### config.mk
export PLATFORM = sky130hd
export DESIGN_NAME = pkg_idle_resolver
export DESIGN_NICKNAME = d
export VERILOG_FILES = /design/src/rtl/pkg_idle_pkg.sv /design/src/rtl/pir_core_filter.sv /design/src/rtl/pir_min_reduce.sv /design/src/rtl/pir_policy.sv /design/src/rtl/pkg_idle_resolver.sv
export SDC_FILE = /design/constraint.sdc
export NUM_CORES = 1
export LEC_CHECK = 0
export ABC_AREA = 1
export BUFFER_PORTS_ARGS = -buffer_cell sky130_fd_sc_hd__buf_2
export CAP_MARGIN = 20
export CELL_PAD_IN_SITES_DETAIL_PLACEMENT = 1
export CELL_PAD_IN_SITES_GLOBAL_PLACEMENT = 1
export CORE_MARGIN = 3
export CORE_UTILIZATION = 35
export DETAILED_ROUTE_END_ITERATION = 8
export MAX_ROUTING_LAYER = met4
export PLACE_DENSITY_LB_ADDON = 0.1
export SLEW_MARGIN = 20
export SYNTH_ARGS = -nofsm -noshare
export SYNTH_HDL_FRONTEND = slang
export SYNTH_SLANG_ARGS = --single-unit
export TNS_END_PERCENT = 1
### constraint.sdc
create_clock -name clk -period 4.98 [get_ports clk]
set_input_delay 0.747 -clock clk [delete_from_list [all_inputs] [get_ports clk]]
set_output_delay 0.747 -clock clk [all_outputs]
set_load 0.02 [all_outputs]
### src/rtl/pkg_idle_pkg.sv
// Shared types for the package idle-state resolver.
// Assumes a 3-bit state code that is shared by core reports and the package output.
package pkg_idle_pkg;
    localparam int CS_W = 3;

    typedef enum logic [CS_W-1:0] {
        CS_C0  = 3'd0,
        CS_C1  = 3'd1,
        CS_C1E = 3'd2,
        CS_C3  = 3'd3,
        CS_C6  = 3'd4
    } cstate_e;
endpackage

### src/rtl/pir_core_filter.sv
// Sanitises each core report: disabled cores become C6, unknown codes become C0.
// Assumes core i occupies bits CS_W*i +: CS_W of the flat vectors.
module pir_core_filter
    import pkg_idle_pkg::*;
#(
    parameter int NUM_CORES = 4
) (
    input  logic [NUM_CORES*CS_W-1:0] raw_i,
    input  logic [NUM_CORES-1:0]      en_i,
    output logic [NUM_CORES*CS_W-1:0] eff_o
);
    for (genvar gi = 0; gi < NUM_CORES; gi++) begin : g_core
        logic [CS_W-1:0] code;
        assign code = raw_i[gi*CS_W +: CS_W];

        // Per-core mask and code clean-up.
        always_comb begin
            if (!en_i[gi]) begin
                eff_o[gi*CS_W +: CS_W] = CS_C6;
            end else if (code > CS_C6) begin
                eff_o[gi*CS_W +: CS_W] = CS_C0;
            end else begin
                eff_o[gi*CS_W +: CS_W] = code;
            end
        end
    end
endmodule

### src/rtl/pir_min_reduce.sv
// Finds the shallowest (lowest-coded) state among the filtered core states.
// Assumes its inputs were sanitised to legal codes, so the result is a legal state.
module pir_min_reduce
    import pkg_idle_pkg::*;
#(
    parameter int NUM_CORES = 4
) (
    input  logic [NUM_CORES*CS_W-1:0] eff_i,
    output cstate_e                   min_o
);
    // Linear minimum scan seeded with the deepest state.
    always_comb begin
        logic [CS_W-1:0] m;
        m = CS_C6;
        for (int i = 0; i < NUM_CORES; i++) begin
            if (eff_i[i*CS_W +: CS_W] < m) begin
                m = eff_i[i*CS_W +: CS_W];
            end
        end
        min_o = cstate_e'(m);
    end
endmodule

### src/rtl/pir_policy.sv
// Applies the platform permissions to the core-derived request.
// Assumes req_i is a legal state; it produces the next package state.
module pir_policy
    import pkg_idle_pkg::*;
(
    input  cstate_e req_i,
    input  logic    lp_grant_i,
    input  logic    deep_allow_i,
    input  logic    deep_grant_i,
    output cstate_e next_o
);
    // Permission gating and fallback from C6 to C3.
    always_comb begin
        if (!lp_grant_i) begin
            next_o = CS_C0;
        end else if (req_i == CS_C6 && !(deep_allow_i && deep_grant_i)) begin
            next_o = CS_C3;
        end else begin
            next_o = req_i;
        end
    end
endmodule

### src/rtl/pkg_idle_resolver.sv
// Top of the package idle-state resolver: filter, minimum, policy, output register.
// Assumes all inputs are synchronous to clk; reset is synchronous and active low.
module pkg_idle_resolver
    import pkg_idle_pkg::*;
#(
    parameter int NUM_CORES = 4
) (
    input  logic                      clk,
    input  logic                      rst_n,
    input  logic [NUM_CORES*CS_W-1:0] core_state_i,
    input  logic [NUM_CORES-1:0]      core_en_i,
    input  logic                      lp_grant_i,
    input  logic                      deep_allow_i,
    input  logic                      deep_grant_i,
    output logic [CS_W-1:0]           pkg_state_o,
    output logic                      cache_valid_o,
    output logic                      state_chg_o
);
    logic [NUM_CORES*CS_W-1:0] eff;
    cstate_e                   req;
    cstate_e                   nxt;
    cstate_e                   state_q;
    logic                      cache_q;
    logic                      chg_q;

    pir_core_filter #(.NUM_CORES(NUM_CORES)) filter_i (
        .raw_i (core_state_i),
        .en_i  (core_en_i),
        .eff_o (eff)
    );

    pir_min_reduce #(.NUM_CORES(NUM_CORES)) reduce_i (
        .eff_i (eff),
        .min_o (req)
    );

    pir_policy policy_i (
        .req_i        (req),
        .lp_grant_i   (lp_grant_i),
        .deep_allow_i (deep_allow_i),
        .deep_grant_i (deep_grant_i),
        .next_o       (nxt)
    );

    // Output register: state, cache flag and change strobe.
    always_ff @(posedge clk) begin
        if (!rst_n) begin
            state_q <= CS_C0;
            cache_q <= 1'b1;
            chg_q   <= 1'b0;
        end else begin
            state_q <= nxt;
            cache_q <= (nxt != CS_C6);
            chg_q   <= (nxt != state_q);
        end
    end

    assign pkg_state_o   = state_q;
    assign cache_valid_o = cache_q;
    assign state_chg_o   = chg_q;

    // Independent view of "some enabled core is awake", taken from raw inputs.
    logic chk_awake;
    always_comb begin
        chk_awake = 1'b0;
        for (int i = 0; i < NUM_CORES; i++) begin
            if (core_en_i[i] && (core_state_i[i*CS_W +: CS_W] == 3'd0)) begin
                chk_awake = 1'b1;
            end
        end
    end

    a_r3_awake_core_forces_c0: assert property (@(posedge clk) disable iff (!rst_n)
        chk_awake |=> (pkg_state_o == 3'd0));

    a_r4_no_permission_c0: assert property (@(posedge clk) disable iff (!rst_n)
        !lp_grant_i |=> (pkg_state_o == 3'd0));

    a_r6_c6_needs_all_grants: assert property (@(posedge clk) disable iff (!rst_n)
        $past(rst_n) && (pkg_state_o == 3'd4) |->
            $past(lp_grant_i && deep_allow_i && deep_grant_i));

    a_r8_cache_tracks_c6: assert property (@(posedge clk) disable iff (!rst_n)
        cache_valid_o == (pkg_state_o != 3'd4));

    a_r9_strobe_on_change: assert property (@(posedge clk) disable iff (!rst_n)
        $past(rst_n) |-> (state_chg_o == (pkg_state_o != $past(pkg_state_o))));
endmodule

==> impl_metrics.yaml, run 1 <==
run_status:
  outcome: "complete, no violations"
global_routing:
  grt_first_pass_wirelength_microns: 2967
  antenna_found_initial: 0
  grt_max_degree: 6
  track_usage: 0.1438
  overflow: 0
  first_global_vias: 782
synth:
  synth.distinct_cells: 18
  synth_area_sq_um: 732.0
  avgSynthCellArea_sq_um: 6.203
  synth-warning-count: 0
  ys_seq_area_frac: 0.1368
  synth_nets: 148
  ys_seq_elements: 5
  yosysTopAreaCellShare: 0.1538
  yosysTopAreaCell: "ha_1"
  synthTopCellsByArea: "ha_1, nand2_1, dfxtp_1"
  netlist_instances: 118
timing:
  tightestPinTransition_ps: 396.4
  setup_viol: 0
  hold_ws_ps: 625.6
  timing.final.max_slew_violations: 0
  clock-skew-final_ps: 1.701
  rsz0062_at_grt: "no"
  relSlewSlack: 0.7335
  hold_viol: 0
  finalSetupTns_ps: 0
  post-route-min-period_ps: 3858
  fmax_mhz: 259.2
  period_share: 0.7747
clocking:
  cts_buffers: 3
  cts-root-buf: "clkbuf_4"
  clk-insertion-delay-late_ps: 230
  cts_hold_buf: 0
  clkSlewWorstSetupHoldPaths_ps: 40
  ctsResizeCount: 0
  cts_max_path_buffers: 2
  tritoncts: "yes"
  clock-sinks: 5
  post-cts-setup-buffers: 0
  htreeDepth: 1
critical_path:
  cpMaxStageDelayCell: "o31ai_1"
  slowest_delay_ps: 310
  reg2reg_from: "pkg_state_o[1]"
  critPathLaunchType: "primary input"
  cp.arrival_ps: 3980
  ff2ff_path_depth: 5
  required_ps: 5100
  critPathMaxFanout: 5
  cp-end-kind: "register"
  ff2ff_setup_slack_ps: 4130
  path_common_cell: "nand2_1"
  r2r-end: "state_chg_o"
  crit_type: "in -> reg"
final_layout:
  regArea_sq_um: 100.1
  fillCellCount: 275
  insertedDiodeCount: 0
  multi_input_area_sq_um: 530.5
  final_nets: 178
  syn_to_final_growth_pct: 24.96
  drive_above_1_share: 0.2925
floorplan:
  die_y_microns: 51.73
  initial_utilization: 0.3980
  die_w_microns: 51.73
  die-area_sq_um: 2676
  core_area_sq_um: 1839
  ios: 26
  core.rowCount: 15
placement:
  dpl.hpwl_microns: 1559
  gp_congestion: 0.7858
  port_buffers: 25
routing:
  ant_nets: 0
  drt_wl_total_microns: 1731
  dr.pass1.iters: 2
  drc: 0
  dr_total_vias: 802
  vias_per_cell: 4.663
  drt_iter0_markers: 5
  wl_per_cell_microns: 10.06
min_path:
  worstHoldPathType: "reg -> reg"
  worstHoldEndpoint: "state_chg_o"
  min-delay-start: "pkg_state_o[0]"
  whs_path_depth: 4
pwr:
  p_per_area_nw_per_um2: 220.6
  vdd_drop_max_mv: 0.1463
  p_leak_nw: 0.5606
flow_run:
  cap_violations: 0
## state kept, by name, summed over array words and instances (netlist names)
name,flops
pkg_state_o,3
state_chg_o,1
cache_valid_o,1
## critical path, delay by kind of cell
kind	cells	cell delay, ps
AND/OR/NAND/NOR	20	1580
adder cells (fa/ha/maj)	3	870
AO/OA/AOI/OAI	3	520
buffers and inverters	4	250
## placed cells by master, fill, tap and decap left out, types with 3 or more instances in the layout
cell type,instances
nor2_1,9
a21oi_4,3
nand2_1,29
clkbuf_4,3
buf_2,25
inv_1,26
dfxtp_1,5
nand3_1,15
nand2_2,6
o31ai_1,3
ha_1,9
## kinds of logic (layout without fill, tap and decap cells)
group	Yosys count	after routing	synth area share
AO/OA/AOI/OAI	9	9	0.1231
adder cells (fa/ha/maj)	9	9	0.1538
buffers and inverters	27	56	0.1385
flip-flops	5	5	0.1368
AND/OR/NAND/NOR	68	68	0.4479
## worst max-delay path by stage
stage / from / to / slack, ps / depth (start not counted)
floorplan: core_state_i[5] / state_chg_o / 1400 / 29
global placement: core_state_i[5] / state_chg_o / 980 / 30
detailed placement: core_state_i[5] / state_chg_o / 900 / 30
CTS: core_state_i[5] / state_chg_o / 1080 / 30
global route: core_state_i[5] / state_chg_o / 720 / 30
finish: core_state_i[5] / state_chg_o / 1120 / 30
## stage by stage
stage            util  total power (W)  area [sq um]  cells  setup slack (ps)
2_1_floorplan       -        0.0001288         732.0    118              1397
3_3_place_gp   0.4830        0.0001525         888.4    168             975.6
3_5_place_dp   0.4830        0.0001574         888.4    168             902.1
4_1_cts        0.4973        0.0002058         914.6    172              1082
5_1_grt        0.4973        0.0002227         914.6    172             716.5
6_report       0.4973        0.0002017         914.6    172              1122
## cell usage after synthesis
cell,number
o31ai_1,3
dfxtp_1,5
nor2_2,1
nor2_1,9
nand3_2,2
nor3_1,2
nand2_1,29
nand3b_1,1
and3_1,1
nand2_2,6
clkinv_1,1
o21ai_2,1
nand3_1,15
inv_1,26
a21oi_4,3
nand2_4,2
ha_1,9
o21ai_1,2
## cell type report
| class | count | area share |
|---|---|---|
| clock buffers | 4 | 0.02873 |
| inverters | 27 | 0.1108 |
| multi-input cells | 86 | 0.5800 |
| flip-flops and latches | 5 | 0.1094 |
| well taps | 25 | 0.03420 |
| repair buffers | 25 | 0.1368 |
## metal layers
| layer | routed length [microns] | global-route usage |
|---|---|---|
| met5 | 0 | - |
| met4 | 0 | 0.01310 |
| met3 | 86 | 0.02006 |
| met2 | 857 | 0.2669 |
| met1 | 787 | 0.1698 |
## where the power goes
| group | switching, W | internal [W] |
|---|---|---|
| sequential | 0.00000183 | 0.0000438 |
| combinational | 0.0000691 | 0.0000415 |
| clock | 0.0000153 | 0.0000302 |
| total | 0.0000863 | 0.000115 |
(Power assumes the default switching activity.)
==> run 2, diff against run 1 <==
--- a/config.mk
+++ b/config.mk
@@ -11,7 +11,7 @@
 export CELL_PAD_IN_SITES_DETAIL_PLACEMENT = 1
 export CELL_PAD_IN_SITES_GLOBAL_PLACEMENT = 1
 export CORE_MARGIN = 3
-export CORE_UTILIZATION = 35
+export CORE_UTILIZATION = 29
 export DETAILED_ROUTE_END_ITERATION = 8
 export MAX_ROUTING_LAYER = met4
 export PLACE_DENSITY_LB_ADDON = 0.1
==> constraint.sdc (replaced) <==
create_clock -name clk -period 3.5 [get_ports clk]
set_input_delay 0.525 -clock clk [delete_from_list [all_inputs] [get_ports clk]]
set_output_delay 0.525 -clock clk [all_outputs]
set_load 0.02 [all_outputs]
==> run 2 against run 1 <==
Sequential power increased by 41%. Final cell count increased by 9.3%. Count of clock-buffer cells in the layout unchanged. Clock skew increased by 5.6 ps. Routed wire length increased by 11%. Worst hold slack got worse by 82 ps. Non-clock buffer count increased by 13. Combinational power increased by 97%. Largest power group unchanged. Highest routed layer is now met4.
==> impl_metrics.yaml, run 2 (synthesis gave the netlist of run 1 again) <==
critical_path:
  ff2ff_setup_slack_ps: 2700
  critPathLaunchType: "primary input"
  cp.arrival_ps: 3490
  r2r-end: "state_chg_o"
  reg2reg_from: "pkg_state_o[2]"
  cp-end-kind: "register"
  ff2ff_path_depth: 5
  required_ps: 3640
  critPathMaxFanout: 5
  crit_type: "in -> reg"
timing:
  rsz0062_at_grt: "yes"
  period_share: 0.9555
  hold_viol: 0
  setup_viol: 0
  layout_setup_ws_ps: 155.9
  clock-skew-final_ps: 7.258
  timing.final.max_slew_violations: 0
  tightestPinTransition_ps: 346.9
  finalSetupTns_ps: 0
  post-route-min-period_ps: 3344
  relSlewSlack: 0.7668
  fmax_mhz: 299.0
placement:
  dp_slack_ps: -356.9
  gp_congestion: 0.7100
  dpl.hpwl_microns: 1629
  port_buffers: 25
pwr:
  clkPwrFrac: 0.200
  power.switching_w: 0.0001507
  p_per_area_nw_per_um2: 300.7
  seqPwrFrac: 0.181
  internal_power_w: 0.0002034
  combinationalPowerShare: 0.619
  p_leak_nw: 0.6407
  vdd_drop_max_mv: 0.1578
  swShare: 0.4256
routing:
  dr.pass1.iters: 2
  vias_per_cell: 4.585
  drt_iter0_markers: 27
  ant_nets: 0
  dr_total_vias: 862
  drc: 0
  drt_wl_total_microns: 1925
  wl_per_cell_microns: 10.24
clocking:
  cts-root-buf: "clkbuf_4"
  clock-sinks: 5
  cts_buffers: 3
  htreeDepth: 1
  clk-insertion-delay-late_ps: 260
  clkSlewWorstSetupHoldPaths_ps: 50
  cts_max_path_buffers: 2
  tritoncts: "yes"
final_layout:
  syn_to_final_growth_pct: 60.85
  insertedDiodeCount: 0
  final_core_util: 0.5125
  layout_common_cells: "nand2_1, inv_1, buf_2"
  largest_register_ffs: 3
  drive_above_1_share: 0.5188
  final_nets: 191
global_routing:
  antenna_found_initial: 0
  first_global_vias: 823
  grt_first_pass_wirelength_microns: 3160
  grt_max_degree: 6
  track_usage: 0.1321
  overflow: 0
floorplan:
  initial_utilization: 0.3186
  die_y_microns: 56.24
  core_area_sq_um: 2297
  ios: 26
  die-area_sq_um: 3163
  die_w_microns: 56.24
  core.rowCount: 17
run_status:
  outcome: "complete, no violations"
flow_run:
  cap_violations: 0
min_path:
  whs_path_depth: 3
  worstHoldPathType: "in -> reg"
  worstHoldEndpoint: "state_chg_o"
  min-delay-start: "rst_n"
## run 2: changes by cell type in the layout (fill, tap and decap cells not counted), moves of 4 or more
cell,change
inv_2,+4
buf_2,-4
nand2_2,+7
nor2_1,-4
buf_4,+13
inv_1,-5
nand2_1,-8
## run 2: final cells by class
type | count | area [sq um]
well taps | 28 | 35.03
repair buffers | 38 | 251.5
flip-flops and latches | 5 | 100.1
fillers | 317 | 1120
clock buffers | 4 | 26.28
multi-input cells | 86 | 658.1
inverters | 27 | 106.4
## run 2: timing repair
item / CTS / global route
gates resized for setup: 4 / 38
gates cloned: 0 / 0
hold buffers: 0 / 0
setup endpoints to repair: 2 / 5
pin swaps: 0 / 23
setup buffers: 0 / 2
## run 2: worst max path at each step
stage                     from       endpoint  cells past startpoint
3_5_place_dp   core_state_i[0]    state_chg_o                     29
5_1_grt        core_state_i[2]    state_chg_o                     32
2_1_floorplan  core_state_i[5]    state_chg_o                     29
6_report       core_state_i[2]  cache_valid_o                     28
4_1_cts        core_state_i[5]    state_chg_o                     30
3_3_place_gp   core_state_i[5]    state_chg_o                     30
## run 2: metal layers
metal	track usage	wire length [microns]	vias up	part of all wire
met2	0.2337	1072	20	0.56
met1	0.1309	723	386	0.38
met5	-	0	-	0
li1	-	-	452	-
met4	0.07119	42	0	0.022
met3	0.03480	86	4	0.045
## run 2: critical path, cell delays in order
cell	delay (ps)
buf_8	80
inv_4	30
o31ai_4	310
ha_4	200
inv_4	40
a21oi_4	150
nand2_2	90
nand2_2	80
o21ai_2	60
ha_1	280
inv_1	60
nor2_2	40
nand2_2	70
nand2_4	60
nand2_2	70
o21ai_2	60
ha_1	280
inv_1	40
nor2_2	140
nand2_4	90
nand3_1	100
nand2_2	80
nand3_2	80
nand2_2	60
buf_4	120
buf_4	120
nor2_1	100
nand3_1	70
## run 2: power groups by stage
stage	registers (W)	clock network, W	logic [W]
after floorplan	0.0000717	0	0.000112
after global placement	0.0000652	0	0.000173
after detailed placement	0.0000654	0	0.000180
after CTS	0.0000643	0.0000749	0.000185
after global routing	0.0000649	0.0000803	0.000249
final	0.0000642	0.0000706	0.000219
## run 2: metrics by stage
| step | instances | total power (W) | hold WS, ps | area [sq um] |
|---|---|---|---|---|
| floorplan | 118 | 0.0001833 | 645.3 | 732.0 |
| global placement | 182 | 0.0002386 | 591.4 | 974.7 |
| detailed placement | 182 | 0.0002459 | 612.7 | 974.7 |
| CTS | 186 | 0.0003243 | 546.2 | 1022 |
| global route | 188 | 0.0003941 | 568.2 | 1177 |
| finish | 188 | 0.0003540 | 543.3 | 1177 |
